<file path="src/rtl/pcb_pkg.sv">
package pcb_pkg;
  // Fixed word map (word addresses)
  localparam int A_CTRL    = 0;
  localparam int A_STAT    = 1;
  localparam int CTR_BASE  = 8;   // aligned to the logical counter count
  localparam int CFG_BASE  = 16;  // aligned to the logical counter count
  // Control word fields
  localparam int EN_BIT    = 0;
  localparam int SPLIT_LSB = 8;

  typedef enum logic [1:0] {
    RS_NONE = 2'd0,
    RS_REG  = 2'd1,
    RS_CFG  = 2'd2
  } rd_src_e;
endpackage

</file>
<file path="src/rtl/pcb_counter.sv">
module pcb_counter #(
  parameter int CTR_W = 32
) (
  input  logic             clk,
  input  logic             rst,
  input  logic             en_i,
  input  logic             split_i,
  input  logic             inc_hi_i,
  input  logic             inc_lo_i,
  input  logic             wr_i,
  input  logic             wr_lo_i,
  input  logic [CTR_W-1:0] wdata_i,
  input  logic             commit_i,
  output logic [CTR_W-1:0] view_o,
  output logic             ovf_hi_o,
  output logic             ovf_lo_o
);
  localparam int HALF = CTR_W / 2;
  localparam logic [CTR_W-1:0] ONE_W = CTR_W'(1);
  localparam logic [HALF-1:0]  ONE_H = HALF'(1);

  logic [CTR_W-1:0] live_q, latch_q, live_n, newest, merged;
  logic             pend_q, load, up_inc, lo_inc;

  assign load   = commit_i && pend_q;
  assign newest = pend_q ? latch_q : live_q;
  assign view_o = newest;
  assign up_inc = en_i && inc_hi_i && !load;
  assign lo_inc = en_i && split_i && inc_lo_i && !load;

  // Staged value: a half write keeps the newest copy of the other half
  always_comb begin
    if (!split_i)     merged = wdata_i;
    else if (wr_lo_i) merged = {newest[CTR_W-1:HALF], wdata_i[HALF-1:0]};
    else              merged = {wdata_i[HALF-1:0], newest[HALF-1:0]};
  end

  always_comb begin
    live_n   = live_q;
    ovf_hi_o = 1'b0;
    ovf_lo_o = 1'b0;
    if (split_i) begin
      if (up_inc) live_n[CTR_W-1:HALF] = live_q[CTR_W-1:HALF] + ONE_H;
      if (lo_inc) live_n[HALF-1:0]     = live_q[HALF-1:0] + ONE_H;
      ovf_hi_o = up_inc && (&live_q[CTR_W-1:HALF]);
      ovf_lo_o = lo_inc && (&live_q[HALF-1:0]);
    end else begin
      if (up_inc) live_n = live_q + ONE_W;
      ovf_hi_o = up_inc && (&live_q);
    end
  end

  always_ff @(posedge clk) begin
    if (rst) begin
      live_q  <= '0;
      latch_q <= '0;
      pend_q  <= 1'b0;
    end else begin
      if (load) live_q <= latch_q;
      else      live_q <= live_n;
      if (commit_i) pend_q <= 1'b0;
      if (wr_i) begin
        latch_q <= merged;
        pend_q  <= 1'b1;
      end
    end
  end


  stop_hold_chk: assert property (@(posedge clk) disable iff (rst)
    (!en_i && !load) |=> $stable(live_q));


  half_isolate_chk: assert property (@(posedge clk) disable iff (rst)
    (split_i && !inc_hi_i && !load) |=> $stable(live_q[CTR_W-1:HALF]));


  commit_clear_chk: assert property (@(posedge clk) disable iff (rst)
    (commit_i && !wr_i) |=> !pend_q);


  wrap_full_chk: assert property (@(posedge clk) disable iff (rst)
    (en_i && !split_i && inc_hi_i && !load && (&live_q)) |=> (live_q == '0));
endmodule

</file>
<file path="src/rtl/pcb_status.sv">
module pcb_status #(
  parameter int NUM_LOG = 8
) (
  input  logic               clk,
  input  logic               rst,
  input  logic [NUM_LOG-1:0] set_i,
  input  logic               rd_clr_i,
  input  logic               mask_wr_i,
  input  logic [NUM_LOG-1:0] mask_i,
  output logic [NUM_LOG-1:0] status_o,
  output logic               irq_o
);
  logic [NUM_LOG-1:0] status_q, status_n, mask_q, mask_n;
  logic               irq_q;

  // A bit set on the clearing edge survives the clear
  assign status_n = (rd_clr_i ? '0 : status_q) | set_i;
  assign mask_n   = mask_wr_i ? mask_i : mask_q;

  always_ff @(posedge clk) begin
    if (rst) begin
      status_q <= '0;
      mask_q   <= '0;
      irq_q    <= 1'b0;
    end else begin
      status_q <= status_n;
      mask_q   <= mask_n;
      irq_q    <= |(status_n & mask_n);
    end
  end

  assign status_o = status_q;
  assign irq_o    = irq_q;


  keep_set_chk: assert property (@(posedge clk) disable iff (rst)
    (set_i != '0) |=> ((status_q & $past(set_i)) == $past(set_i)));


  clear_chk: assert property (@(posedge clk) disable iff (rst)
    (rd_clr_i && set_i == '0) |=> (status_q == '0));


  mask_off_chk: assert property (@(posedge clk) disable iff (rst)
    (mask_q == '0) |-> !irq_o);
endmodule

</file>
<file path="src/rtl/pcb_cfg_mem.sv">
module pcb_cfg_mem #(
  parameter int DEPTH = 8,
  parameter int WIDTH = 32
) (
  input  logic                     clk,
  input  logic                     we_i,
  input  logic [$clog2(DEPTH)-1:0] waddr_i,
  input  logic [WIDTH-1:0]         wdata_i,
  input  logic                     re_i,
  input  logic [$clog2(DEPTH)-1:0] raddr_i,
  output logic [WIDTH-1:0]         rdata_o
);
  logic [WIDTH-1:0] mem [DEPTH];
  logic [WIDTH-1:0] rdata_q;

  // Plain synchronous array with no reset, so block RAM can be inferred
  always_ff @(posedge clk) begin
    if (we_i) mem[waddr_i] <= wdata_i;
    if (re_i) rdata_q <= mem[raddr_i];
  end

  assign rdata_o = rdata_q;
endmodule

</file>
<file path="src/rtl/perf_ctr_bank.sv">
module perf_ctr_bank #(
  parameter int NUM_PHYS = 4,
  parameter int CTR_W    = 32,
  parameter int ADDR_W   = 5
) (
  input  logic                  clk,
  input  logic                  rst,
  input  logic                  wr_en,
  input  logic                  rd_en,
  input  logic [ADDR_W-1:0]     addr,
  input  logic [CTR_W-1:0]      wdata,
  output logic [CTR_W-1:0]      rdata,
  input  logic [2*NUM_PHYS-1:0] evt,
  output logic                  irq
);
  import pcb_pkg::*;

  localparam int NUM_LOG = 2 * NUM_PHYS;
  localparam int LOG_W   = $clog2(NUM_LOG);
  localparam int PHYS_W  = $clog2(NUM_PHYS);
  localparam int HALF    = CTR_W / 2;
  localparam int PAGE_W  = ADDR_W - LOG_W;
  localparam logic [ADDR_W-1:0] CTRL_A   = ADDR_W'(A_CTRL);
  localparam logic [ADDR_W-1:0] STAT_A   = ADDR_W'(A_STAT);
  localparam logic [PAGE_W-1:0] CTR_PAGE = PAGE_W'(CTR_BASE >> LOG_W);
  localparam logic [PAGE_W-1:0] CFG_PAGE = PAGE_W'(CFG_BASE >> LOG_W);

  // Control state
  logic                en_q;
  logic [NUM_PHYS-1:0] split_q;

  // Decode
  logic              ctrl_wr, commit, stat_rd, stat_wr, ctr_hit, cfg_hit;
  logic [LOG_W-1:0]  log_idx;
  logic [PHYS_W-1:0] phys_idx;
  logic              sel_lo;

  assign ctrl_wr  = wr_en && (addr == CTRL_A);
  assign commit   = ctrl_wr && wdata[EN_BIT];
  assign stat_rd  = rd_en && (addr == STAT_A);
  assign stat_wr  = wr_en && (addr == STAT_A);
  assign ctr_hit  = (addr[ADDR_W-1:LOG_W] == CTR_PAGE);
  assign cfg_hit  = (addr[ADDR_W-1:LOG_W] == CFG_PAGE);
  assign log_idx  = addr[LOG_W-1:0];
  assign phys_idx = log_idx[PHYS_W-1:0];
  assign sel_lo   = log_idx[LOG_W-1];

  always_ff @(posedge clk) begin
    if (rst) begin
      en_q    <= 1'b0;
      split_q <= '0;
    end else if (ctrl_wr) begin
      en_q    <= wdata[EN_BIT];
      split_q <= wdata[SPLIT_LSB +: NUM_PHYS];
    end
  end

  // Physical counters
  logic [CTR_W-1:0]   view [NUM_PHYS];
  logic [NUM_LOG-1:0] ovf_set;
  logic [NUM_LOG-1:0] status;

  for (genvar p = 0; p < NUM_PHYS; p++) begin : g_ctr
    logic wr_this;
    assign wr_this = wr_en && ctr_hit && (phys_idx == PHYS_W'(p));
    pcb_counter #(.CTR_W(CTR_W)) u_ctr (
      .clk      (clk),
      .rst      (rst),
      .en_i     (en_q),
      .split_i  (split_q[p]),
      .inc_hi_i (evt[p]),
      .inc_lo_i (evt[p+NUM_PHYS]),
      .wr_i     (wr_this),
      .wr_lo_i  (sel_lo),
      .wdata_i  (wdata),
      .commit_i (commit),
      .view_o   (view[p]),
      .ovf_hi_o (ovf_set[p]),
      .ovf_lo_o (ovf_set[p+NUM_PHYS])
    );
  end

  pcb_status #(.NUM_LOG(NUM_LOG)) u_status (
    .clk       (clk),
    .rst       (rst),
    .set_i     (ovf_set),
    .rd_clr_i  (stat_rd),
    .mask_wr_i (stat_wr),
    .mask_i    (wdata[NUM_LOG-1:0]),
    .status_o  (status),
    .irq_o     (irq)
  );

  logic [CTR_W-1:0] cfg_rd;

  pcb_cfg_mem #(.DEPTH(NUM_LOG), .WIDTH(CTR_W)) u_cfg (
    .clk     (clk),
    .we_i    (wr_en && cfg_hit),
    .waddr_i (log_idx),
    .wdata_i (wdata),
    .re_i    (rd_en && cfg_hit),
    .raddr_i (log_idx),
    .rdata_o (cfg_rd)
  );

  // Read path
  logic [CTR_W-1:0] rd_view, reg_val, reg_rd_q;
  rd_src_e          src, rd_src_q;

  assign rd_view = view[phys_idx];

  always_comb begin
    reg_val = '0;
    src     = RS_NONE;
    if (addr == CTRL_A) begin
      src             = RS_REG;
      reg_val[EN_BIT] = en_q;
      for (int p = 0; p < NUM_PHYS; p++) reg_val[SPLIT_LSB+p] = split_q[p];
    end else if (addr == STAT_A) begin
      src                  = RS_REG;
      reg_val[NUM_LOG-1:0] = status;
    end else if (ctr_hit) begin
      src = RS_REG;
      if (split_q[phys_idx])
        reg_val[HALF-1:0] = sel_lo ? rd_view[HALF-1:0] : rd_view[CTR_W-1:HALF];
      else
        reg_val = rd_view;
    end else if (cfg_hit) begin
      src = RS_CFG;
    end
  end

  always_ff @(posedge clk) begin
    if (rst) begin
      reg_rd_q <= '0;
      rd_src_q <= RS_NONE;
    end else if (rd_en) begin
      reg_rd_q <= reg_val;
      rd_src_q <= src;
    end
  end

  assign rdata = (rd_src_q == RS_CFG) ? cfg_rd : reg_rd_q;
endmodule

</file>
<file path="config.mk">
export PLATFORM = sky130hd
export DESIGN_NAME = perf_ctr_bank
export DESIGN_NICKNAME = d
export VERILOG_FILES = /design/src/rtl/pcb_pkg.sv /design/src/rtl/pcb_counter.sv /design/src/rtl/pcb_status.sv /design/src/rtl/pcb_cfg_mem.sv /design/src/rtl/perf_ctr_bank.sv
export SDC_FILE = /design/constraint.sdc
export NUM_CORES = 1
export LEC_CHECK = 0
export BUFFER_PORTS_ARGS = -buffer_cell sky130_fd_sc_hd__buf_4
export CAP_MARGIN = 20
export CORE_UTILIZATION = 63
export DETAILED_ROUTE_END_ITERATION = 10
export HOLD_SLACK_MARGIN = 0.03
export PLACE_DENSITY = 0.8
export SLEW_MARGIN = 20
export SYNTH_ARGS = -nofsm -noshare
export SYNTH_HDL_FRONTEND = slang
export SYNTH_SLANG_ARGS = --single-unit
export TNS_END_PERCENT = 1
</file>
<file path="constraint.sdc">
create_clock -name clk -period 6.2 [get_ports clk]
set_clock_uncertainty 0.05 [all_clocks]
set_input_delay 0.93 -clock clk [delete_from_list [all_inputs] [get_ports clk]]
set_output_delay 0.93 -clock clk [all_outputs]
set_load 0.01 [all_outputs]
</file>
# [Word-level counts from Yosys, hierarchy flattened]
# Memory sizes are Yosys's and may differ from the RTL's. A register that Yosys moved wholly into a read port is not among the register bits.
# Cells that the tools add are included.
[classes] n_lt_le_gt_ge=2 n_bitwise=3 add_sub_neg=12 muxes=69 n_reduce_logical=82 n_eq_ne=11
[ops] op="$mux 32" n=28
[ops] op="$mux 16" n=11
[ops] op="$add 16x1->16 const B" n=8
[ops] op="$add 32x1->32 const B" n=4
[ops] op="$reduce_and 16->1" n=8
[ops] op="$reduce_and 32->1" n=4
[ops] op="$bmux 32 s2" n=1
[ops] op="$logic_and 1x1->1" n=47
[ops] op="$mux 24" n=1
[ops] op="$mux 8" n=3
[ops] op="$mux 20" n=1
[ops] op="$mux 1" n=17
[ops] op="$reduce_bool 2->1" n=8
[ops] op="$ne 3x1->1 const B" n=4
[ops] op="$reduce_bool 3->1" n=4
[ops] op="$and 8x8->8" n=1
[ops] op="$eq 2x2->1 const B" n=4
[ops] op="$mux 2" n=4
[ops] op="$or 8x8->8" n=1
[ops] op="$reduce_and 2->1" n=4
[ops] op="$reduce_or 8->1" n=1
[ops] op="$mux 7" n=1
[ops] op="$eq 5x1->1 const B" n=1
[ops] op="$logic_not 5->1" n=1
[ops] op="8 further kinds" n=12
[totals] n_memories=1 output_inout_bits=33 inputBits=49 mem_bits_rw=256 elab_cells=203 regBits=316
[mem_list] memory="u_cfg.mem" words=8 width=32 rd=1 rd_ports_with_merged_regs=1 wr=1 line="pcb_cfg_mem.sv:13" source="logic [WIDTH-1:0] mem [DEPTH];"

# [Longest topological paths before layout]
# Gate-level depths: netlist of the first run.
[depth] depth_word=11 depth_mapped=9 depth_no_buf=7

# [Hierarchy]
# A second synthesis of the first run with hierarchy kept.
[unflattened] hier_cells=2800 area_unflattened_um2=30732.0
[modules_own_cells] module="pcb_counter" cells_per_inst=518 area_each_um2=4135.2 instances=4 seq_area_each_um2=1301.2
[modules_own_cells] module="pcb_cfg_mem" cells_per_inst=415 area_each_um2=10786.6 instances=1 seq_area_each_um2=8648.3
[modules_own_cells] module="perf_ctr_bank" cells_per_inst=254 area_each_um2=2817.7 instances=1 seq_area_each_um2=780.7
[modules_own_cells] module="pcb_status" cells_per_inst=59 area_each_um2=586.8 instances=1 seq_area_each_um2=340.3

# [Worst setup path before layout of the first run]
# OpenSTA, ideal clock, no wires.
[synth_path] path_type="input port to flip-flop" start="input port addr[0]" end="memory u_cfg.mem[1][0] (enable)" t_arrival_ns=4.120 path_slack_ns=1.569 setup_time_ns=0.461 stages=6 path_buffers=4 required_time_ns=5.689 cell_sequence="buf_2 > buf_2 > buf_2 > buf_2 > nand3_1 > nor3_1"
[synth_lines] item="start: declaration" line="perf_ctr_bank.sv:10" source="input logic [ADDR_W-1:0] addr,"
[synth_lines] item="end: declaration" line="pcb_cfg_mem.sv:13"
# No word-level cell before the write port.

# [Worst setup path in the final report of the first run]
[layout_path] start="input port addr[1]" end="register reg_rd_q[0]"
[layout_via] elab_chain_cells=9 word_cells_on_any_way=13 cone_classes="1 x eq/ne; 10 x mux; 1 x bitwise; 1 x reduce/logical"
[layout_lines] item="$not 2->3 (not written as such)" line="perf_ctr_bank.sv:110" source="assign rd_view = view[phys_idx];"
[layout_lines] item="$bmux 32 s2" line="perf_ctr_bank.sv:110"
[layout_lines] item="$mux 32 (not written as such) (2 in a row)" line="perf_ctr_bank.sv:110"
[layout_lines] item="$mux 16" line="perf_ctr_bank.sv:125" source="reg_val[HALF-1:0] = sel_lo ? rd_view[HALF-1:0] : rd_view[CTR_W-1:HALF];"
[layout_lines] item="$mux 16" line="perf_ctr_bank.sv:124" source="if (split_q[phys_idx])"
[layout_lines] item="$mux 32" line="perf_ctr_bank.sv:122" source="end else if (ctr_hit) begin"
[layout_lines] item="$mux 8" line="perf_ctr_bank.sv:119" source="end else if (addr == STAT_A) begin"
[layout_lines] item="$mux 1 *" line="perf_ctr_bank.sv:115" source="if (addr == CTRL_A) begin"
[layout_lines] item="end signal: assignment" line="perf_ctr_bank.sv:138" source="reg_rd_q <= reg_val;"
[layout_lines] item="end: declaration" line="perf_ctr_bank.sv:107" source="logic [CTR_W-1:0] rd_view, reg_val, reg_rd_q;"
# Every way passes the cells marked *; elsewhere a longest branch is shown, timed or not. The select of a mux whose other input is x is not followed.
# A chain may end at the register's enable or synchronous reset.

==> run_results.csv, run 1 <==
group,metric,value,unit
run_status,outcome,"completed",
logic_synthesis,yosys-top-cells-area,"edfxtp_1 (30%), dfxtp_1 (22%), mux4_2 (7.5%)",
final_layout,nNetsFinal,2696,
detailed_routing,dr_total_vias,22000,
global_routing,grt_max_degree,193,
final_layout,mostFrequentLayoutCells,"nor2_1 (363), dfxtp_1 (312), nand2_1 (295)",
sta,setup_viol,0,
logic_synthesis,synth_edf_count,288,
logic_synthesis,synth_top_area_frac,0.299,
global_routing,grt_pass1_wl,129,mm
clock_network,cts_tree,"done",
placed_design,preCtsSetupSlack,2.44,ns
die,rows,78,
logic_synthesis,async_flop_share,0,
sta,timing.final.max_slew_violations,0,
logic_synthesis,syn_area_per_cell,10.9,um^2
final_layout,num_antenna_cells,0,
worst_setup_path,reg2reg_slack,3.23,ns
clock_network,path_clk_slew,0.06,ns
detailed_routing,first_iter_violations,2626,
global_routing,use_met3,0.0792,
detailed_routing,drc,0,
clock_network,cts_setup_buffers,0,
global_routing,met2_usage,0.552,
global_routing,grt.busiest_layer,"met2",
logic_synthesis,yosysSeqAreaShare,0.517,
global_routing,antenna_found_initial,2,
logic_synthesis,ys_warn_count,0,
sta,layout_setup_ws,2.97,ns
detailed_routing,routed_wl,86.3,mm
detailed_routing,detail_route.wl_per_cell,26.2,um
worst_setup_path,worstPathRequired,6.68,ns
die,start_util,0.638,
clock_network,cts_sinks,604,
worst_setup_path,cp-start-kind,"input port",
worst_hold_path,hold_path.class,"register to register",
clock_network,post_cts_resized,0,
detailed_routing,vias_per_cell,6.70,
die,die_h,216,um
clock_network,cts_buffers,60,
sta,max_freq,0.309,GHz
final_layout,fillers,3172,
final_layout,drive_gt1_frac,0.157,
final_layout,final_area,32000,um^2
logic_synthesis,yosys_most_used_dff,"dfxtp_1",
final_layout,final_util,0.704,
detailed_routing,ant_nets,0,
logic_synthesis,syn_area,29000,um^2
sta,hold_violations,0,
placed_design,post-dp-hpwl,55.4,mm
die,top_level_ports,82,
sta,fin_setup_tns,0,ns
power,p_per_area,267,nW/um^2
logic_synthesis,yosysUniqueCellTypes,66,
power,leakage,10.4,nW
detailed_routing,drt_pre_antenna_iters,5,
logic_synthesis,yosys.area.top_type,"edfxtp_1",
sta,tightest_slew,1.15,ns
logic_synthesis,synthesis.nets,2718,
worst_setup_path,crit_type,"input port to register",
clock_network,cts_root_buf,"clkbuf_16",
die,core_area,45400,um^2
power,ir_drop,0.000235,V
placed_design,place_area,29800,um^2
clock_network,insertion_delay,0.65,ns
placed_design,gp_congestion,1.01,
die,die_area,46800,um^2
placed_design,io_buffers,81,
global_routing,grt_pass1_vias,20700,
global_routing,grtUsageMet1,0.523,
worst_setup_path,cp-end-kind,"register",
final_layout,final_common_cell,"nor2_1",
global_routing,gr-total-overflow,0,
worst_setup_path,arrival,3.71,ns
logic_synthesis,synth_seq_cells,604,
logic_synthesis,synthCells,2661,
sta,fin_crit_sh,0.521,
clock_network,clockBufferDepth,3,
global_routing,track_usage,0.367,
die,die_x,216,um
final_layout,area_growth,10.4,%
clock_network,cts_max_level,2,
clock_network,cts_hold_buffers,0,
run,cap_violations,0,
worst_setup_path,crit_path_max_fanout,63,
sta,rsz0062_at_grt,"no",
sta,slew_headroom,0.231,
sta,period_needed,3.23,ns
## worst paths after layout
| kind | startpoint | end | depth (start not counted) |
|---|---|---|---|
| setup reg to reg | g_ctr[0].u_ctr.pend_q$_SDFFE_PP0P_ | u_status.irq_o$_SDFF_PP0_ | 7 |
| hold reg to reg | g_ctr[0].u_ctr.latch_q[13]$_SDFFE_PP0P_ | g_ctr[0].u_ctr.latch_q[13]$_SDFFE_PP0P_ | 2 |
| hold / removal | g_ctr[0].u_ctr.latch_q[13]$_SDFFE_PP0P_ | g_ctr[0].u_ctr.latch_q[13]$_SDFFE_PP0P_ | 2 |
| setup / recovery | addr[1] | reg_rd_q[0]$_SDFFE_PP0P_ | 6 |
## cell type report
class,count,area (um^2),share of cell area
clock inverters,28,337,0.0105
clock buffers,85,1770,0.0554
inverters,29,109,0.00341
well taps,600,751,0.0235
flip-flops and latches,604,15000,0.469
multi-input cells,1829,13100,0.409
repair buffers,115,936,0.0293
## critical path, cell delays in order
cell,delay (ns)
buf_4,0.66
mux4_2,0.44
nand2_1,0.80
mux2i_1,0.29
a211oi_1,0.10
a2111oi_0,0.36
## per-layer routing
| metal | up-vias | share of wire | routed length [um] |
|---|---|---|---|
| met5 | - | 0.00030 | 26 |
| met4 | 4 | 0.039 | 3370 |
| met3 | 190 | 0.11 | 9620 |
| met2 | 1207 | 0.45 | 38500 |
| met1 | 10900 | 0.40 | 34700 |
| li1 | 9777 | - | - |
## power breakdown
part / internal [mW] / total [mW] / switching, mW
Clock: 2.25 / 3.85 / 1.60
Sequential: 4.22 / 4.25 / 0.0306
Combinational: 0.146 / 0.444 / 0.298
Total: 6.61 / 8.54 / 1.93
## state kept, by name (all words and copies together), names as in the netlist
| register | count |
|---|---|
| u_cfg.mem | 256 |
| g_ctr.u_ctr.latch_q | 128 |
| g_ctr.u_ctr.live_q | 128 |
| reg_rd_q | 32 |
| u_cfg.rdata_o | 32 |
| u_status.mask_q | 8 |
| u_status.status_o | 8 |
| g_ctr.u_ctr.pend_q | 4 |
| split_q | 4 |
| rd_src_q | 2 |
| en_q | 1 |
| u_status.irq_o | 1 |
## metrics by stage
stage          hold slack (ns)  std cells  power, mW
6_report                 0.419       3290       8.54
5_1_grt                  0.435       3290       8.75
4_1_cts                  0.418       3288       8.55
3_5_place_dp             0.409       3175       4.76
3_3_place_gp             0.402       3173       4.75
2_1_floorplan            0.371       2661       4.58
## logic make-up (layout without fill, tap and decap cells)
| kind of cell | count (synthesis) | in the layout | synth area share |
|---|---|---|---|
| AOI/OAI and AO/OA | 504 | 504 | 0.119 |
| xor gates and xnor gates | 116 | 116 | 0.0351 |
| adders and majority gates | 8 | 8 | 0.00346 |
| buffers and inverters | 228 | 257 | 0.0350 |
| DFF | 604 | 604 | 0.517 |
| muxes | 308 | 308 | 0.151 |
| and+or+nand+nor | 893 | 893 | 0.139 |
## synthesized netlist by cell type, types with 13 or more instances
| cell | n |
|---|---|
| a211oi_1 | 216 |
| a21oi_1 | 147 |
| a22oi_1 | 13 |
| and2_1 | 13 |
| and3_1 | 17 |
| buf_1 | 28 |
| buf_2 | 41 |
| clkbuf_1 | 112 |
| dfxtp_1 | 316 |
| edfxtp_1 | 288 |
| inv_1 | 27 |
| mux2_2 | 51 |
| mux2i_1 | 160 |
| mux4_2 | 97 |
| nand2_1 | 295 |
| nand3_1 | 54 |
| nand4_1 | 31 |
| nor2_1 | 373 |
| nor3_1 | 33 |
| o211ai_1 | 56 |
| o21ai_0 | 21 |
| xnor2_1 | 75 |
| xor2_1 | 41 |
Note: power is estimated with default switching activity, not from simulation.
==> run 2: changes to the inputs <==
- clock period: 6.2 -> 3.2 ns (I/O delays scaled with it)
==> run_results.csv, run 2 (synthesis results as in run 1) <==
group,metric,value,unit
power,total_power,16.2,mW
sta,slew_headroom,0.334,
final_layout,final-seq-area,15000,um^2
global_routing,grt_pass1_wl,130,mm
worst_setup_path,critPathBufInv,2,
worst_setup_path,crit_path_max_fanout,32,
worst_setup_path,arrival,2.16,ns
sta,rsz0062_at_grt,"no",
clock_network,insertion_delay,0.64,ns
final_layout,multi_input_area,13100,um^2
worst_setup_path,cp-start-kind,"register",
die,die_x,216,um
die,core_area,45400,um^2
final_layout,mostFrequentLayoutCells,"nor2_1 (363), dfxtp_1 (312), nand2_1 (295)",
power,p_per_area,505,nW/um^2
clock_network,clockBufferDepth,3,
worst_hold_path,hp-start,"wdata[21]",
detailed_routing,drc,0,
worst_setup_path,slowest_stage,"mux2_2",
die,die_h,216,um
clock_network,cts_root_buf,"clkbuf_16",
global_routing,grt_max_degree,92,
detailed_routing,detail_route.wl_per_cell,26.2,um
worst_setup_path,crit_type,"register to output pin",
clock_network,post_cts_resized,0,
final_layout,nNetsFinal,2721,
final_layout,reg_top3,"u_cfg.mem (256), g_ctr.u_ctr.latch_q (128), g_ctr.u_ctr.live_q (128)",
worst_hold_path,min_to,"u_cfg.mem[5][21]$_DFFE_PP_",
final_layout,fillers,3202,
final_layout,top_register,"u_cfg.mem",
sta,timing.final.max_slew_violations,0,
sta,setup_viol,0,
sta,tightest_slew,0.999,ns
detailed_routing,ant_nets,0,
global_routing,track_usage,0.369,
die,top_level_ports,82,
worst_hold_path,hold_path.class,"input port to register",
sta,max_freq,0.372,GHz
detailed_routing,dr_total_vias,22200,
final_layout,final_common_cell,"nor2_1",
worst_setup_path,r2r_end,"g_ctr[2].u_ctr.live_q[28]$_SDFFE_PP0P_",
clock_network,cts_setup_buffers,0,
sta,hold_violations,0,
final_layout,largest_reg_flops,256,
clock_network,cts_sinks,604,
worst_setup_path,crit_family,"buffers and inverters",
final_layout,area_growth,10.6,%
clock_network,cts_buffers,60,
power,leakage,10.5,nW
clock_network,cts_tree,"done",
die,die_area,46800,um^2
die,rows,78,
power,ir_drop,0.000645,V
run_status,outcome,"completed",
clock_network,cts_hold_buffers,0,
global_routing,gr-total-overflow,0,
placed_design,gp_congestion,1.04,
worst_setup_path,max_stage_delay,0.45,ns
worst_hold_path,hold_depth,1,
final_layout,drive_gt1_frac,0.161,
placed_design,preCtsSetupSlack,0.399,ns
sta,period_needed,2.69,ns
global_routing,grt_pass1_vias,20800,
clock_network,path_clk_slew,0.07,ns
worst_setup_path,reg2reg_depth,6,
sta,layout_setup_ws,0.510,ns
detailed_routing,vias_per_cell,6.70,
worst_setup_path,worstPathRequired,2.67,ns
worst_setup_path,crit_chain,"nor2b_4, buf_4, mux2_2, buf_4",
detailed_routing,routed_wl,86.9,mm
global_routing,antenna_found_initial,1,
clock_network,cts_max_level,2,
worst_setup_path,cpMostUsedCell,"buf_4",
sta,fin_crit_sh,0.841,
worst_setup_path,r2r_start,"g_ctr[2].u_ctr.live_q[10]$_SDFFE_PP0P_",
die,start_util,0.638,
placed_design,placedCellCount,3202,
placed_design,io_buffers,81,
detailed_routing,drt_pre_antenna_iters,6,
sta,fin_setup_tns,0,ns
placed_design,post-dp-hpwl,57.3,mm
final_layout,instances_no_fill,3314,
worst_setup_path,reg2reg_slack,0.68,ns
worst_setup_path,cp-end-kind,"output pin",
detailed_routing,first_iter_violations,2773,
run,cap_violations,0,
[run 2: changes by cell type in the layout (fill, tap and decap cells not counted), moves of 3 or more]
cell	delta
clkinvlp_4	+3
clkinv_2	-8
clkinv_1	+6
buf_4	+24
clkbuf_16	-3
clkbuf_1	+3
clkinvlp_2	+3
[run 2: worst max path at each step]
stage / startpoint / endpoint / slack [ns] / cells after the start
after floorplan: addr[0] / u_cfg.mem[7][0]$_DFFE_PP_ / -0.13 / 6
after global placement: addr[2] / u_status.irq_o$_SDFF_PP0_ / 0.42 / 8
after detailed placement: addr[0] / u_status.irq_o$_SDFF_PP0_ / 0.40 / 8
after CTS: rd_src_q[1]$_SDFFE_PP0P_ / rdata[7] / 0.50 / 4
after global routing: rd_src_q[1]$_SDFFE_PP0P_ / rdata[7] / 0.46 / 4
final: rd_src_q[1]$_SDFFE_PP0P_ / rdata[7] / 0.51 / 4
[run 2: per-stage QoR]
stage          cell area, um^2   util  hold slack, ns
2_1_floorplan            29000      -           0.371
3_3_place_gp             30000  0.662           0.387
3_5_place_dp             30100  0.662           0.406
4_1_cts                  32000  0.705          0.0888
5_1_grt                  32000  0.705           0.102
6_report                 32000  0.705           0.119
[run 2: report_power, final]
part           total (mW)  internal [mW]  switching (mW)
Clock                7.05           3.99            3.06
Combinational       0.887          0.294           0.593
Sequential           8.23           8.17          0.0505
[run 2: layout make-up]
type	count	area share
flip-flops and latches	604	0.468
multi-input cells	1829	0.409
clock buffers	83	0.0524
repair buffers	140	0.0354
well taps	600	0.0234
clock inverters	28	0.00840
inverters	29	0.00340
diodes	1	0.0000782
[run 2: routing by layer]
| layer | vias up | share of wire | GRT usage |
|---|---|---|---|
| met3 | 203 | 0.12 | 0.0884 |
| met4 | 0 | 0.043 | 0.155 |
| met5 | - | 0 | 0 |
| li1 | 9843 | - | - |
| met2 | 1315 | 0.44 | 0.549 |
| met1 | 10800 | 0.40 | 0.520 |
